## config.mk

```make
export PLATFORM = sky130hd
export DESIGN_NAME = i2s_interleaver
export DESIGN_NICKNAME = d
export VERILOG_FILES = /design/src/rtl/ilv_pkg.sv /design/src/rtl/ilv_slot_timer.sv /design/src/rtl/ilv_tx_shifter.sv /design/src/rtl/ilv_rx_shifter.sv /design/src/rtl/i2s_interleaver.sv
export SDC_FILE = /design/constraint.sdc
export NUM_CORES = 1
export LEC_CHECK = 0
export BUFFER_PORTS_ARGS = -buffer_cell sky130_fd_sc_hd__buf_2
export CAP_MARGIN = 20
export CORE_AREA = 2 2 108 110
export DETAILED_ROUTE_END_ITERATION = 8
export DIE_AREA = 0 0 110 112
export HOLD_SLACK_MARGIN = 0.03
export PLACE_DENSITY = 0.73
export SLEW_MARGIN = 10
export SYNTH_ARGS = -nofsm -noshare
export SYNTH_HDL_FRONTEND = slang
export SYNTH_SLANG_ARGS = --single-unit
```

## constraint.sdc

```tcl
create_clock -name clk -period 2.4 [get_ports clk]
set_input_delay 0.72 -clock clk [delete_from_list [all_inputs] [get_ports clk]]
set_output_delay 0.72 -clock clk [all_outputs]
set_load 0.05 [all_outputs]
```

## src/rtl/ilv_pkg.sv

```systemverilog
package ilv_pkg;
    localparam int SLOT_W = 1;

    typedef enum logic [2:0] {
        ST_IDLE,
        ST_ARM,
        ST_FILL0,
        ST_FILL1,
        ST_RUN
    } ilv_state_t;
endpackage

```

## src/rtl/ilv_slot_timer.sv

```systemverilog
module ilv_slot_timer #(
    parameter int WORD_W = 16
) (
    input  logic clk,
    input  logic rst_n,
    input  logic bit_en,
    input  logic frame_sync,
    output logic slot_first,
    output logic slot_last,
    output logic slot_idx
);
    localparam int BIT_W = $clog2(WORD_W);
    localparam int POS_W = BIT_W + ilv_pkg::SLOT_W;

    logic [POS_W-1:0] cnt;
    logic [POS_W-1:0] pos;

    assign pos        = frame_sync ? '0 : cnt;
    assign slot_first = bit_en && (pos[BIT_W-1:0] == '0);
    assign slot_last  = bit_en && (pos[BIT_W-1:0] == '1);
    assign slot_idx   = pos[POS_W-1];

    always_ff @(posedge clk) begin
        if (!rst_n)
            cnt <= '0;
        else if (bit_en)
            cnt <= pos + 1'b1;
    end
endmodule

```

## src/rtl/ilv_tx_shifter.sv

```systemverilog
module ilv_tx_shifter #(
    parameter int WORD_W = 16
) (
    input  logic              clk,
    input  logic              rst_n,
    input  logic              bit_en,
    input  logic              load,
    input  logic [WORD_W-1:0] word,
    output logic              sd
);
    logic [WORD_W-1:0] sh;

    always_ff @(posedge clk) begin
        if (!rst_n) begin
            sh <= '0;
            sd <= 1'b0;
        end else if (load) begin
            sd <= word[WORD_W-1];
            sh <= {word[WORD_W-2:0], 1'b0};
        end else if (bit_en) begin
            sd <= sh[WORD_W-1];
            sh <= {sh[WORD_W-2:0], 1'b0};
        end
    end
endmodule

```

## src/rtl/ilv_rx_shifter.sv

```systemverilog
module ilv_rx_shifter #(
    parameter int WORD_W = 16
) (
    input  logic              clk,
    input  logic              rst_n,
    input  logic              bit_en,
    input  logic              sd,
    output logic [WORD_W-1:0] word
);
    logic [WORD_W-2:0] sh;

    assign word = {sh, sd};

    always_ff @(posedge clk) begin
        if (!rst_n)
            sh <= '0;
        else if (bit_en)
            sh <= word[WORD_W-2:0];
    end
endmodule

```

## src/rtl/i2s_interleaver.sv

```systemverilog
module i2s_interleaver #(
    parameter int WORD_W = 16
) (
    input  logic                clk,
    input  logic                rst_n,
    input  logic                start,
    input  logic                bit_en,
    input  logic                frame_sync,
    input  logic                sd_in,
    output logic                sd_out,
    input  logic                tx_load,
    input  logic [2*WORD_W-1:0] tx_data,
    output logic                tx_room,
    input  logic                rx_take,
    output logic [2*WORD_W-1:0] rx_pair,
    output logic                rx_valid,
    output logic                underrun,
    output logic                overrun
);
    import ilv_pkg::*;

    localparam int PAIR_W = 2 * WORD_W;

    ilv_state_t state, state_nx;

    logic              slot_first, slot_last, slot_idx;
    logic [WORD_W-1:0] tx_word, rx_word, rx_lo, hi_keep;
    logic [PAIR_W-1:0] hold;
    logic              hold_full;
    logic              take_lo, send_hi, capture;

    ilv_slot_timer #(.WORD_W(WORD_W)) u_timer (
        .clk(clk), .rst_n(rst_n), .bit_en(bit_en), .frame_sync(frame_sync),
        .slot_first(slot_first), .slot_last(slot_last), .slot_idx(slot_idx)
    );

    ilv_tx_shifter #(.WORD_W(WORD_W)) u_tx (
        .clk(clk), .rst_n(rst_n), .bit_en(bit_en), .load(slot_first),
        .word(tx_word), .sd(sd_out)
    );

    ilv_rx_shifter #(.WORD_W(WORD_W)) u_rx (
        .clk(clk), .rst_n(rst_n), .bit_en(bit_en), .sd(sd_in), .word(rx_word)
    );

    // next-state logic
    always_comb begin
        state_nx = state;
        unique case (state)
            ST_IDLE:  if (start) state_nx = ST_ARM;
            ST_ARM:   if (slot_first && !slot_idx) state_nx = ST_FILL0;
            ST_FILL0: if (slot_first && slot_idx) state_nx = ST_FILL1;
            ST_FILL1: if (slot_first && !slot_idx) state_nx = ST_RUN;
            ST_RUN:   state_nx = ST_RUN;
            default:  state_nx = ST_IDLE;
        endcase
    end

    // state register
    always_ff @(posedge clk) begin
        if (!rst_n)
            state <= ST_IDLE;
        else
            state <= state_nx;
    end

    // outputs: slot word selection and capture strobes
    always_comb begin
        take_lo = slot_first && !slot_idx && (state == ST_FILL1 || state == ST_RUN);
        send_hi = slot_first && slot_idx && (state == ST_RUN);
        capture = slot_last && (state == ST_RUN);
        if (take_lo)
            tx_word = hold_full ? hold[WORD_W-1:0] : '0;
        else if (send_hi)
            tx_word = hi_keep;
        else
            tx_word = '0;
    end

    assign tx_room = !hold_full;

    // transmit holding register
    always_ff @(posedge clk) begin
        if (!rst_n) begin
            hold      <= '0;
            hold_full <= 1'b0;
            hi_keep   <= '0;
            underrun  <= 1'b0;
        end else begin
            if (tx_load)
                hold <= tx_data;
            if (tx_load)
                hold_full <= 1'b1;
            else if (take_lo)
                hold_full <= 1'b0;
            if (take_lo) begin
                hi_keep <= hold_full ? hold[PAIR_W-1:WORD_W] : '0;
                if (!hold_full)
                    underrun <= 1'b1;
            end
        end
    end

    // receive packing
    always_ff @(posedge clk) begin
        if (!rst_n) begin
            rx_lo    <= '0;
            rx_pair  <= '0;
            rx_valid <= 1'b0;
            overrun  <= 1'b0;
        end else begin
            if (capture && !slot_idx)
                rx_lo <= rx_word;
            if (capture && slot_idx) begin
                rx_pair  <= {rx_word, rx_lo};
                rx_valid <= 1'b1;
                if (rx_valid && !rx_take)
                    overrun <= 1'b1;
            end else if (rx_take) begin
                rx_valid <= 1'b0;
            end
        end
    end
endmodule

```

# Yosys cells after proc, flatten, opt, wreduce, memory -nomap -nowiden
# Index checks and enable logic that the tools add are counted.
# totals
regBits,139
latch_bits,0
ramBits,0
romBits,0
output_inout_bits,37
mem_count,0
# classes
addsub,1
multipliers,0
n_div,0
order_cmp,0
eq_ne,9
shift,0
mux,18
bitwise,1
n_reduce_logical,22
# op_table
operator,n
16-bit 2-to-1 mux,6
3-bit one-hot mux with 5 select lines,1
3-bit 2-to-1 mux,4
1-bit logical AND,10
"2-bit != test, second input constant",4
"3-bit by 2-bit == test with 1-bit output, second input constant",2
1-bit 2-to-1 mux,6
2-bit nonzero test,3
"5-bit by 1-bit adder with 5-bit output, second input constant",1
5-bit 2-to-1 mux,1
"4-bit == test, second input constant",1
4-bit logical NOT,1
2-bit AND reduction,2
4-bit AND reduction,1
"3-bit by 1-bit == test with 1-bit output, second input constant",1
"3-bit == test, second input constant",1
1-bit logical NOT,3
3-bit logical NOT,1
1-bit logical OR,1
1-bit NOT,1

# Longest topological paths before layout
# Gate-level depths: netlist of the first run.
# logic_depth
ltp_word,8
mapped_depth,10
ltp_nobuf,7

# Cells and area by module
# A second synthesis of the first run with hierarchy kept.
# hier_totals
hier_cells,551
hier_area_um2,5755.5
# by_module_without_submodules
mod,n_inst,cells_per_inst,area_per_inst_um2,seq_area_each_um2
i2s_interleaver,1,402,4052.6,2062.0
ilv_tx_shifter,1,70,842.1,320.3
ilv_rx_shifter,1,49,586.8,300.3
ilv_slot_timer,1,30,274.0,100.1

# Worst setup path after synthesis of the first run
# No wires, ideal clock.
# synth_timing
path_kind,in2reg
start,input frame_sync
end,register rx_lo[10]
setup_time_ps,115
arrival_time_ps,2326
required_ps,2285
slack_ps,-41
stages,9
path_buffers,3
path_cell_list,clkbuf_1 -> nor2b_1 -> ha_1 -> nand4b_1 -> or4_4 -> buf_6 -> buf_6 -> nand3_1 -> o21ai_2
# synth_between
elab_chain_cells,5
word_cells_on_any_way,6
cone_classes,eq/ne: 1; mux: 1; reduce/logical: 4
# synth_lines
item,line_no,text
from (decl),i2s_interleaver.sv:8,"input logic frame_sync,"
5-bit 2-to-1 mux *,ilv_slot_timer.sv:18,assign pos = frame_sync ? '0 : cnt;
4-bit == test,ilv_slot_timer.sv:20,assign slot_last = bit_en && (pos[BIT_W-1:0] == '1);
1-bit logical AND,ilv_slot_timer.sv:20,
1-bit logical AND,i2s_interleaver.sv:71,capture = slot_last && (state == ST_RUN);
1-bit logical AND *,i2s_interleaver.sv:112,if (capture && !slot_idx)
to (signal assigned),i2s_interleaver.sv:113,rx_lo <= rx_word;
to (decl),i2s_interleaver.sv:27,"logic [WORD_W-1:0] tx_word, rx_word, rx_lo, hi_keep;"
# Every way passes the cells marked *; elsewhere a longest branch is shown, timed or not.
# A chain may end at the register's enable or synchronous reset.

# Worst setup path after layout of the first run
# layout_timing
start,input frame_sync
end,register rx_pair[15]
# layout_between
elab_chain_cells,5
# layout_lines
item,line_no,text
5-bit 2-to-1 mux *,ilv_slot_timer.sv:18,
4-bit == test,ilv_slot_timer.sv:20,
1-bit logical AND,ilv_slot_timer.sv:20,
1-bit logical AND,i2s_interleaver.sv:71,
1-bit logical AND *,i2s_interleaver.sv:114,if (capture && slot_idx) begin
to (signal assigned),i2s_interleaver.sv:115,"rx_pair <= {rx_word, rx_lo};"
to (decl),i2s_interleaver.sv:15,"output logic [2*WORD_W-1:0] rx_pair,"
# Marked as above.

==> summary.md, run 1 <==
| Metric | Value |
|---|---|
| Status | finished, final reports clean |
| Largest net degree at the start of global routing | 133 |
| Global-route wire length before repair | 19.0 mm |
| Max-cap violations | 0 |
| TritonCTS clock tree | yes |
| Placed wire-length estimate | 7.42 mm |
| RSZ-0062 raised after global routing | false |
| Final period util | 83.2% |
| Min-Delay Path Class | reg2reg |
| Setup violations, final | 0 |
| Synthesized Nets | 626 |
| Final hold vios | 0 |
| Worst rel slew slack | 65.7% |
| Die width | 110 um |
| # DRC | 0 |
| Post-layout instance area | 6650 um^2 |
| Mapped Area | 5550 um^2 |
| Initial antenna violation count | 0 |
| Maximum vdd ir drop | 628 uV |
| NumNets Final | 682 |
| Warnings from Yosys | 0 |
| Most used DFF post-synth | dfxtp_1 |
| Drt first-iter violations | 285 |
| Synth top cells by count | dfxtp_1, mux2i_1, nand2_1, nand3_1, nor2_1 |
| Final Critical Period | 2.00 ns |
| GRT overflow | 0 |
| R2r setup slk | 0.43 ns |
| Synth cell types | 43 |
| CP Data Required Time | 2.73 ns |
| DRT Pass-1 Iters | 5 |
| Post-DRT Antenna Nets | 0 |
| Layout cells sized above 1 | 22.8% |
| IO Pins | 77 |
| Leak | 0.00281 uW |
| DR vias | 4324 |
| Maximum clock frequency | 501 MHz |
| Synth Register Bits | 139 |
| Most frequent cell after synthesis | dfxtp_1 |
| Port Buffers | 76 |
| Placed Instances | 764 |
| Num CTS Buffers | 17 |
| R2r worst-path depth | 8 |
| Reg2reg start | u_timer.cnt[0] |
| Root Driver | clkbuf_16 |
| CP Capture Type | flip-flop |
| Post-CTS sizing | 0 |
| Placed Area | 6050 um^2 |
| Seq/Total Area, Yosys | 50.2% |
| Post-Syn Instances | 584 |
| EDFF count, synth | 0 |
| Post-CTS Setup Bufs | 0 |
| CTS sink count | 139 |
| Crit Path Category | in2reg |
| Post-synth top area share | 50.2% |
| Per-cell routed wire length | 14.4 um |
| GP Congestion | 0.763 |
| CTS Hold Bufs | 0 |
| Clk Latency, worst-skew pair | 0.42 ns |
| Yosys top cell by area | dfxtp_1 |
| Fillers | 933 |
| PD cells | 805 nW/um^2 |
| # diodes | 0 |
| Area growth from synthesis to layout | 20.0% |
| Min-Delay Endpoint | rx_pair[26] |
| CTS Buffer Depth | 2 |
| Rows | 39 |
| Register Area | 2780 um^2 |
| Vias per cell | 5.43 |
| CTS clk-pin slew, worst paths | 0.06 ns |
| Die H | 112 um |
| Min-Delay Path Depth | 2 |
| Cell Count, Final, Fillers Out | 796 |
| FF-to-FF End | rx_pair[15] |
| Vias in the first global route | 4082 |
| Slew Viols, Final | 0 |
| Worst setup SP type | primary input |
| FFs w/ async S/R, synth | 0% |
| Hold Startpoint | rx_pair[26] |
| Crit path max fanout | 66 |
| Final Total Pwr | 5350 uW |
| Post-synthesis average cell area | 9.50 um^2 |
| Global router's overall resource usage | 19.8% |
| Hold slack | 0.453 ns |
| Largest cells by area after synthesis | dfxtp_1, mux2i_1, nand3_1 |
| CTS H-tree depth | 4 |
| Least-Margin Pin Slew | 0.515 ns |
| Die ar. | 12300 um^2 |
| Clock skew | 0.00680 ns |
| Footprint of the multi-input gates | 2480 um^2 |
| Initial Util | 49.6% |
| Routed wire length | 11.5 mm |
| CP Data Arrival Time | 2.33 ns |
| Placeable Area | 11200 um^2 |
registers in the layout, summed over array words and instances, names as in the netlist:
| signal | cells |
|---|---|
| hi_keep | 16 |
| hold | 32 |
| hold_full | 1 |
| overrun | 1 |
| rx_lo | 16 |
| rx_pair | 32 |
| rx_valid | 1 |
| state | 3 |
| u_rx.sh | 15 |
| u_timer.cnt | 5 |
| u_tx.sd | 1 |
| u_tx.sh | 15 |
| underrun | 1 |
per-layer routing:
layer / part of all wire, % / global-route usage (%)
met5: 0 / 0
met1: 43 / 23.6
met3: 5.0 / 6.67
met4: 1.3 / 7.68
met2: 51 / 32.5
report_power, final:
part | internal, uW | switching [uW] | total, uW
Combinational | 132 | 182 | 314
Clock | 1680 | 951 | 2630
Sequential | 2370 | 37.2 | 2410
Total | 4180 | 1170 | 5350
through the flow:
step | util [%] | setup TNS, ns | worst slack (ns)
2_1_floorplan | - | 0 | 0.0298
3_3_place_gp | 54.1 | 0 | 0.0499
3_5_place_dp | 54.1 | -0.0238 | -0.0238
4_1_cts | 59.5 | 0 | 0.421
5_1_grt | 59.5 | 0 | 0.249
6_report | 59.5 | 0 | 0.404
cells in the final DEF, fill, tap and decap left out, types with 3 or more instances in the layout:
cell type   count
a211oi_1       17
a21oi_1         3
a221oi_1       15
buf_12          7
buf_2          75
buf_4           9
bufinv_16       3
clkbuf_16      17
clkinv_2        3
clkinvlp_4      4
dfxtp_1       139
inv_1           6
mux2i_1        79
nand2_1        66
nand3_1        60
nand3_2         4
nor2_1         57
o21ai_0        34
o21ai_2        16
worst max-delay path, cell delays in order:
cell and delay, ns:
buf_2 0.12, nand2b_4 0.14, inv_1 0.05, ha_2 0.18, nand4b_1 0.12, buf_4 0.17
nor4_4 0.29, buf_12 0.28, nand3_1 0.11, o21ai_0 0.12
area by class of cell:
| type | count | share of cell area [%] |
|---|---|---|
| flip-flops and latches | 139 | 41.8 |
| multi-input cells | 384 | 37.2 |
| repair buffers | 91 | 8.76 |
| clock buffers | 21 | 6.92 |
| well taps | 143 | 2.69 |
| clock inverters | 11 | 2.16 |
| inverters | 7 | 0.395 |
cells by family (layout without fill, tap and decap cells):
family | Yosys count | after routing | synth area share [%]
multiplexers | 79 | 79 | 14.3
adder cells (fa/ha/maj) | 2 | 2 | 0.451
XOR/XNOR | 2 | 2 | 0.316
flip-flops | 139 | 139 | 50.2
AO/OA/AOI/OAI | 96 | 96 | 12.4
buffers and inverters | 61 | 130 | 5.53
AND/OR/NAND/NOR | 205 | 205 | 16.8
how the worst max path moves through the flow:
stage | slack, ns | end | start
global placement | 0.05 | rx_pair[11] | frame_sync
CTS | 0.42 | rx_pair[11] | frame_sync
detailed placement | -0.02 | rx_pair[11] | frame_sync
finish | 0.40 | rx_pair[15] | frame_sync
floorplan | 0.03 | rx_lo[10] | frame_sync
global route | 0.25 | rx_pair[18] | u_timer.cnt[0]
Power figures use the tool's default switching activity.
==> run 2: changes to the inputs <==
--- a/config.mk
+++ b/config.mk
@@ -7,11 +7,11 @@
 export LEC_CHECK = 0
 export BUFFER_PORTS_ARGS = -buffer_cell sky130_fd_sc_hd__buf_2
 export CAP_MARGIN = 20
-export CORE_AREA = 2 2 108 110
+export CORE_AREA = 2 2 102 104
 export DETAILED_ROUTE_END_ITERATION = 8
-export DIE_AREA = 0 0 110 112
+export DIE_AREA = 0 0 104 106
 export HOLD_SLACK_MARGIN = 0.03
-export PLACE_DENSITY = 0.73
+export PLACE_DENSITY = 0.77
 export SLEW_MARGIN = 10
 export SYNTH_ARGS = -nofsm -noshare
 export SYNTH_HDL_FRONTEND = slang
==> constraint.sdc (replaced) <==
create_clock -name clk -period 2.1 [get_ports clk]
set_input_delay 0.63 -clock clk [delete_from_list [all_inputs] [get_ports clk]]
set_output_delay 0.63 -clock clk [all_outputs]
set_load 0.05 [all_outputs]
==> summary.md, run 2 (synthesized netlist as in run 1, its figures left out) <==
| Metric | Value |
|---|---|
| Setup TNS | 0 ns |
| Buffers & Inverters on Critical Path | 1 |
| Initial Util | 55.5% |
| Footprint of the multi-input gates | 2550 um^2 |
| PD cells | 900 nW/um^2 |
| Final Total Pwr | 6080 uW |
| # diodes | 0 |
| # DRC | 0 |
| NumNets Final | 687 |
| CP Capture Type | flip-flop |
| Final hold vios | 0 |
| Max-cap violations | 0 |
| Largest net degree at the start of global routing | 107 |
| CTS H-tree depth | 4 |
| Maximum vdd ir drop | 584 uV |
| CP Data Required Time | 2.52 ns |
| Routed wire length | 11.6 mm |
| R2r worst-path depth | 5 |
| Per-cell routed wire length | 14.6 um |
| Die ar. | 11000 um^2 |
| GP Congestion | 0.790 |
| Fillers | 848 |
| Min-Delay Path Class | in2reg |
| Commonest non-fill, non-tap cells in the layout | dfxtp_1, mux2i_1, buf_2 |
| Vias in the first global route | 4139 |
| Reg2reg start | state[2] |
| Layout cells sized above 1 | 25.1% |
| Met2 WL | 5.75 mm |
| Crit Path Category | reg2reg |
| Root Driver | clkbuf_8 |
| Critical path's slowest cell | or4_4 |
| Placeable Area | 10000 um^2 |
| Clock skew | 0.00854 ns |
| Hold Startpoint | tx_data[8] |
| Placed wire-length estimate | 7.70 mm |
| Port Buffers | 76 |
| CTS Buffer Depth | 2 |
| CP top delay family | simple AND/OR/NAND/NOR gates |
| Leak | 0.00284 uW |
| GRT overflow | 0 |
| Setup violations, final | 0 |
| Crit path max fanout | 32 |
| Initial antenna violation count | 0 |
| Crit-path cells | or3b_1, or4_4, buf_12, nand3_1, o21ai_2 |
| Max stage delay on crit path | 0.59 ns |
| Global router's overall resource usage | 22.2% |
| Most common cell after layout, fill and taps aside | dfxtp_1 |
| IO Pins | 77 |
| Met1 Wirelength | 5.13 mm |
| Least-Margin Pin Slew | 0.449 ns |
| Rows | 37 |
| Slew Viols, Final | 0 |
| RSZ-0062 raised after global routing | false |
| Highest metal used | met4 |
| Global-route wire length before repair | 19.4 mm |
| Final Critical Period | 1.98 ns |
| Clk Latency, worst-skew pair | 0.53 ns |
| Post-DRT Antenna Nets | 0 |
| Min-Delay Path Depth | 3 |
| Largest regs | hold x32, rx_pair x32 |
| Die H | 106 um |
| Worst rel slew slack | 70.1% |
| DR vias | 4305 |
| Die width | 104 um |
| Min-Delay Endpoint | hold[8] |
| Worst setup SP type | flip-flop |
| Vias per cell | 5.42 |
| Final period util | 94.4% |
| CTS Hold Bufs | 0 |
| CTS sink count | 139 |
| Num CTS Buffers | 17 |
| Area growth from synthesis to layout | 21.8% |
| DRT Pass-1 Iters | 4 |
| R2r setup slk | 0.12 ns |
| CP Data Arrival Time | 2.40 ns |
| Drt first-iter violations | 204 |
| Met3 routed WL | 431 um |
| Register Area | 2780 um^2 |
| TritonCTS clock tree | yes |
| Maximum clock frequency | 504 MHz |
| CTS clk-pin slew, worst paths | 0.06 ns |
| Status | finished, final reports clean |
| FF-to-FF End | rx_lo[0] |
[run 2: cell types whose count changed in the layout (fill, tap and decap cells not counted), sizes merged]
cell  delta
buf      +5
[run 2: report_power, final]
part | leakage [uW] | switching [uW] | internal, uW
Combinational | 0.00143 | 216 | 157
Sequential | 0.00113 | 42.3 | 2710
Clock | 0.000280 | 1090 | 1870
[run 2: through the flow]
stage          worst slack (ns)  instances  util [%]  area (um^2)  hold slack [ns]
2_1_floorplan           -0.0995        584         -         5650            0.417
3_3_place_gp            -0.0938        761      61.3         6130            0.429
3_5_place_dp             -0.175        761      61.3         6130            0.451
4_1_cts                 0.00788        793      67.3         6730            0.316
5_1_grt                  0.0357        794      67.5         6750            0.330
6_report                  0.117        794      67.5         6750            0.338
[run 2: timing repair]
item,CTS,global route
resized for setup,0,1
setup buffers,0,1
setup endpoints to repair,0,16
[run 2: worst max path at each step]
stage | from | end | slack [ns] | depth (start not counted)
4_1_cts | state[2] | u_tx.sh[1] | 0.008 | 4
2_1_floorplan | frame_sync | rx_lo[10] | -0.1 | 10
6_report | state[2] | rx_lo[0] | 0.12 | 5
5_1_grt | state[2] | rx_lo[15] | 0.04 | 5
3_5_place_dp | frame_sync | rx_pair[5] | -0.17 | 10
3_3_place_gp | frame_sync | rx_lo[0] | -0.09 | 9
[run 2: layer usage]
metal,up-vias,global-route usage [%]
met4,0,10.1
met1,2019,25.7
met2,95,38.6
met5,-,0
li1,2169,-
met3,22,5.82
[run 2: area by class of cell]
class	count	area share (%)
flip-flops and latches	139	41.2
well taps	136	2.52
clock inverters	11	2.13
inverters	7	0.389
repair buffers	96	9.38
clock buffers	21	6.65
multi-input cells	384	37.7
[run 2: worst register-to-register path: stages, from the launching register on]
cell     delay [ns]
dfxtp_1        0.37
or3b_1         0.55
or4_4          0.59
buf_12         0.20
nand3_1        0.11
o21ai_2        0.06
==> run 3: changes to the inputs <==
--- a/config.mk
+++ b/config.mk
@@ -12,6 +12,7 @@
 export DIE_AREA = 0 0 104 106
 export HOLD_SLACK_MARGIN = 0.03
 export PLACE_DENSITY = 0.77
+export REMOVE_ABC_BUFFERS = 1
 export SLEW_MARGIN = 10
 export SYNTH_ARGS = -nofsm -noshare
 export SYNTH_HDL_FRONTEND = slang
==> summary.md, run 3 (synthesized netlist as in run 1, its figures left out) <==
| Metric | Value |
|---|---|
| CTS H-tree depth | 4 |
| Rows | 37 |
| Global router's overall resource usage | 21.6% |
| PD cells | 950 nW/um^2 |
| Setup violations, final | 0 |
| CP Data Arrival Time | 2.36 ns |
| Combinational Power Share | 5.7% |
| Layout cells sized above 1 | 23.5% |
| NumNets Final | 690 |
| Int Power | 5070 uW |
| Min-Delay Path Class | in2reg |
| Port Buffers | 76 |
| Final hold vios | 0 |
| Clock power share | 51.6% |
| DR vias | 4320 |
| Most common cell after layout, fill and taps aside | dfxtp_1 |
| Placed wire-length estimate | 6.86 mm |
| Crit path max fanout | 32 |
| CP Capture Type | flip-flop |
| PnR worst setup slack | 0.133 ns |
| Place WS | -0.200 ns |
| CTS clk-pin slew, worst paths | 0.06 ns |
| Vias per cell | 5.43 |
| Leak | 0.00290 uW |
| Root Driver | clkbuf_8 |
| Final period util | 93.7% |
| GP Congestion | 0.773 |
| Largest net degree at the start of global routing | 133 |
| # diodes | 0 |
| RSZ-0062 raised after global routing | false |
| Least-Margin Pin Slew | 0.544 ns |
| Num CTS Buffers | 17 |
| Clk Latency, worst-skew pair | 0.51 ns |
| Die width | 104 um |
| Maximum vdd ir drop | 516 uV |
| TritonCTS clock tree | yes |
| Die ar. | 11000 um^2 |
| Final Critical Period | 1.97 ns |
| Initial antenna violation count | 0 |
| CP Data Required Time | 2.49 ns |
| IO Pins | 77 |
| Worst setup SP type | flip-flop |
| Largest regs | hold x32, rx_pair x32 |
| DRT Pass-1 Iters | 5 |
| Die H | 106 um |
| Area growth from synthesis to layout | 22.2% |
| Slew Viols, Final | 0 |
| Placeable Area | 10000 um^2 |
| CTS sink count | 139 |
| Commonest non-fill, non-tap cells in the layout | dfxtp_1, mux2i_1, buf_2 |
| Crit Path Category | reg2reg |
| Post-DRT Antenna Nets | 0 |
| Sequential fraction of design power | 42.7% |
| CTS Buffer Depth | 2 |
| GRT overflow | 0 |
| Drt first-iter violations | 282 |
| Global-route wire length before repair | 19.4 mm |
| Routed wire length | 11.6 mm |
| Status | finished, final reports clean |
| # DRC | 0 |
| Clock skew | 0.00999 ns |
| Worst rel slew slack | 63.7% |
| Sw Ratio | 21.2% |
| Setup TNS | 0 ns |
| Initial Util | 55.5% |
| Per-cell routed wire length | 14.5 um |
| P_sw | 1370 uW |
| CTS Hold Bufs | 0 |
| Maximum clock frequency | 508 MHz |
| Vias in the first global route | 4114 |
| Max-cap violations | 0 |
run 3: cell count changes in the layout (fill, tap and decap cells not counted), moves of 2 or more:
cell        change
buf_4           +2
bufinv_16       +3
clkbuf_1        -2
clkinv_2        -2
clkinvlp_4      -4
inv_6           +4
nand3_1        +10
nand3_2        -10
run 3: timing repair:
item | in CTS | in global routing
gates resized for setup | 0 | 1
buffers inserted | 2 | 2
pin swaps | 1 | 1
endpoints found under the setup margin | 15 | 5
cloned | 0 | 1
run 3: final timing paths:
kind,from,endpoint,slack [ns],cells after the start
hold / removal,tx_data[5],hold[5],0.36,3
hold reg to reg,rx_pair[24],rx_pair[24],0.45,2
setup / recovery,state[0],rx_lo[3],0.13,5
setup reg to reg,state[0],rx_lo[3],0.13,5
run 3: power by group through the flow:
stage / sequential [uW] / combinational, uW / clock, uW
floorplan: 2800 / 173 / 0
global placement: 2800 / 351 / 0
detailed placement: 2800 / 363 / 0
CTS: 2750 / 370 / 3370
global route: 2750 / 406 / 3500
finish: 2750 / 368 / 3320
run 3: cell type report:
class / instances / area [um^2]
clock buffers: 18 / 428
flip-flops and latches: 139 / 2780
multi-input cells: 384 / 2460
clock inverters: 13 / 238
repair buffers: 99 / 664
inverters: 7 / 26.3
well taps: 136 / 170
fillers: 804 / 3230
run 3: stage by stage:
step	hold WS (ns)	instances	util [%]	total power, uW	cell area, um^2
3_5_place_dp	0.438	760	60.5	3160	6050
6_report	0.356	796	67.7	6440	6770
3_3_place_gp	0.425	760	60.5	3150	6050
2_1_floorplan	0.417	530	-	2970	5270
5_1_grt	0.348	796	67.7	6660	6770
4_1_cts	0.336	793	67.4	6490	6740
run 3: routing by layer:
| metal | vias up | routed length [um] | track usage (%) | share of wire, % |
|---|---|---|---|---|
| li1 | 2172 | - | - | - |
| met1 | 2039 | 4990 | 26.5 | 43 |
| met2 | 95 | 5980 | 37.8 | 52 |
| met3 | 14 | 452 | 4.48 | 3.9 |
| met4 | 0 | 150 | 7.05 | 1.3 |
| met5 | - | 0 | 0 | 0 |
run 3: worst max-delay path, cell delays in order, from the launching register on:
cell	delay (ns)
dfxtp_1	0.34
or3b_1	0.55
or4_4	0.56
buf_12	0.19
nand3_1	0.12
o21ai_2	0.07
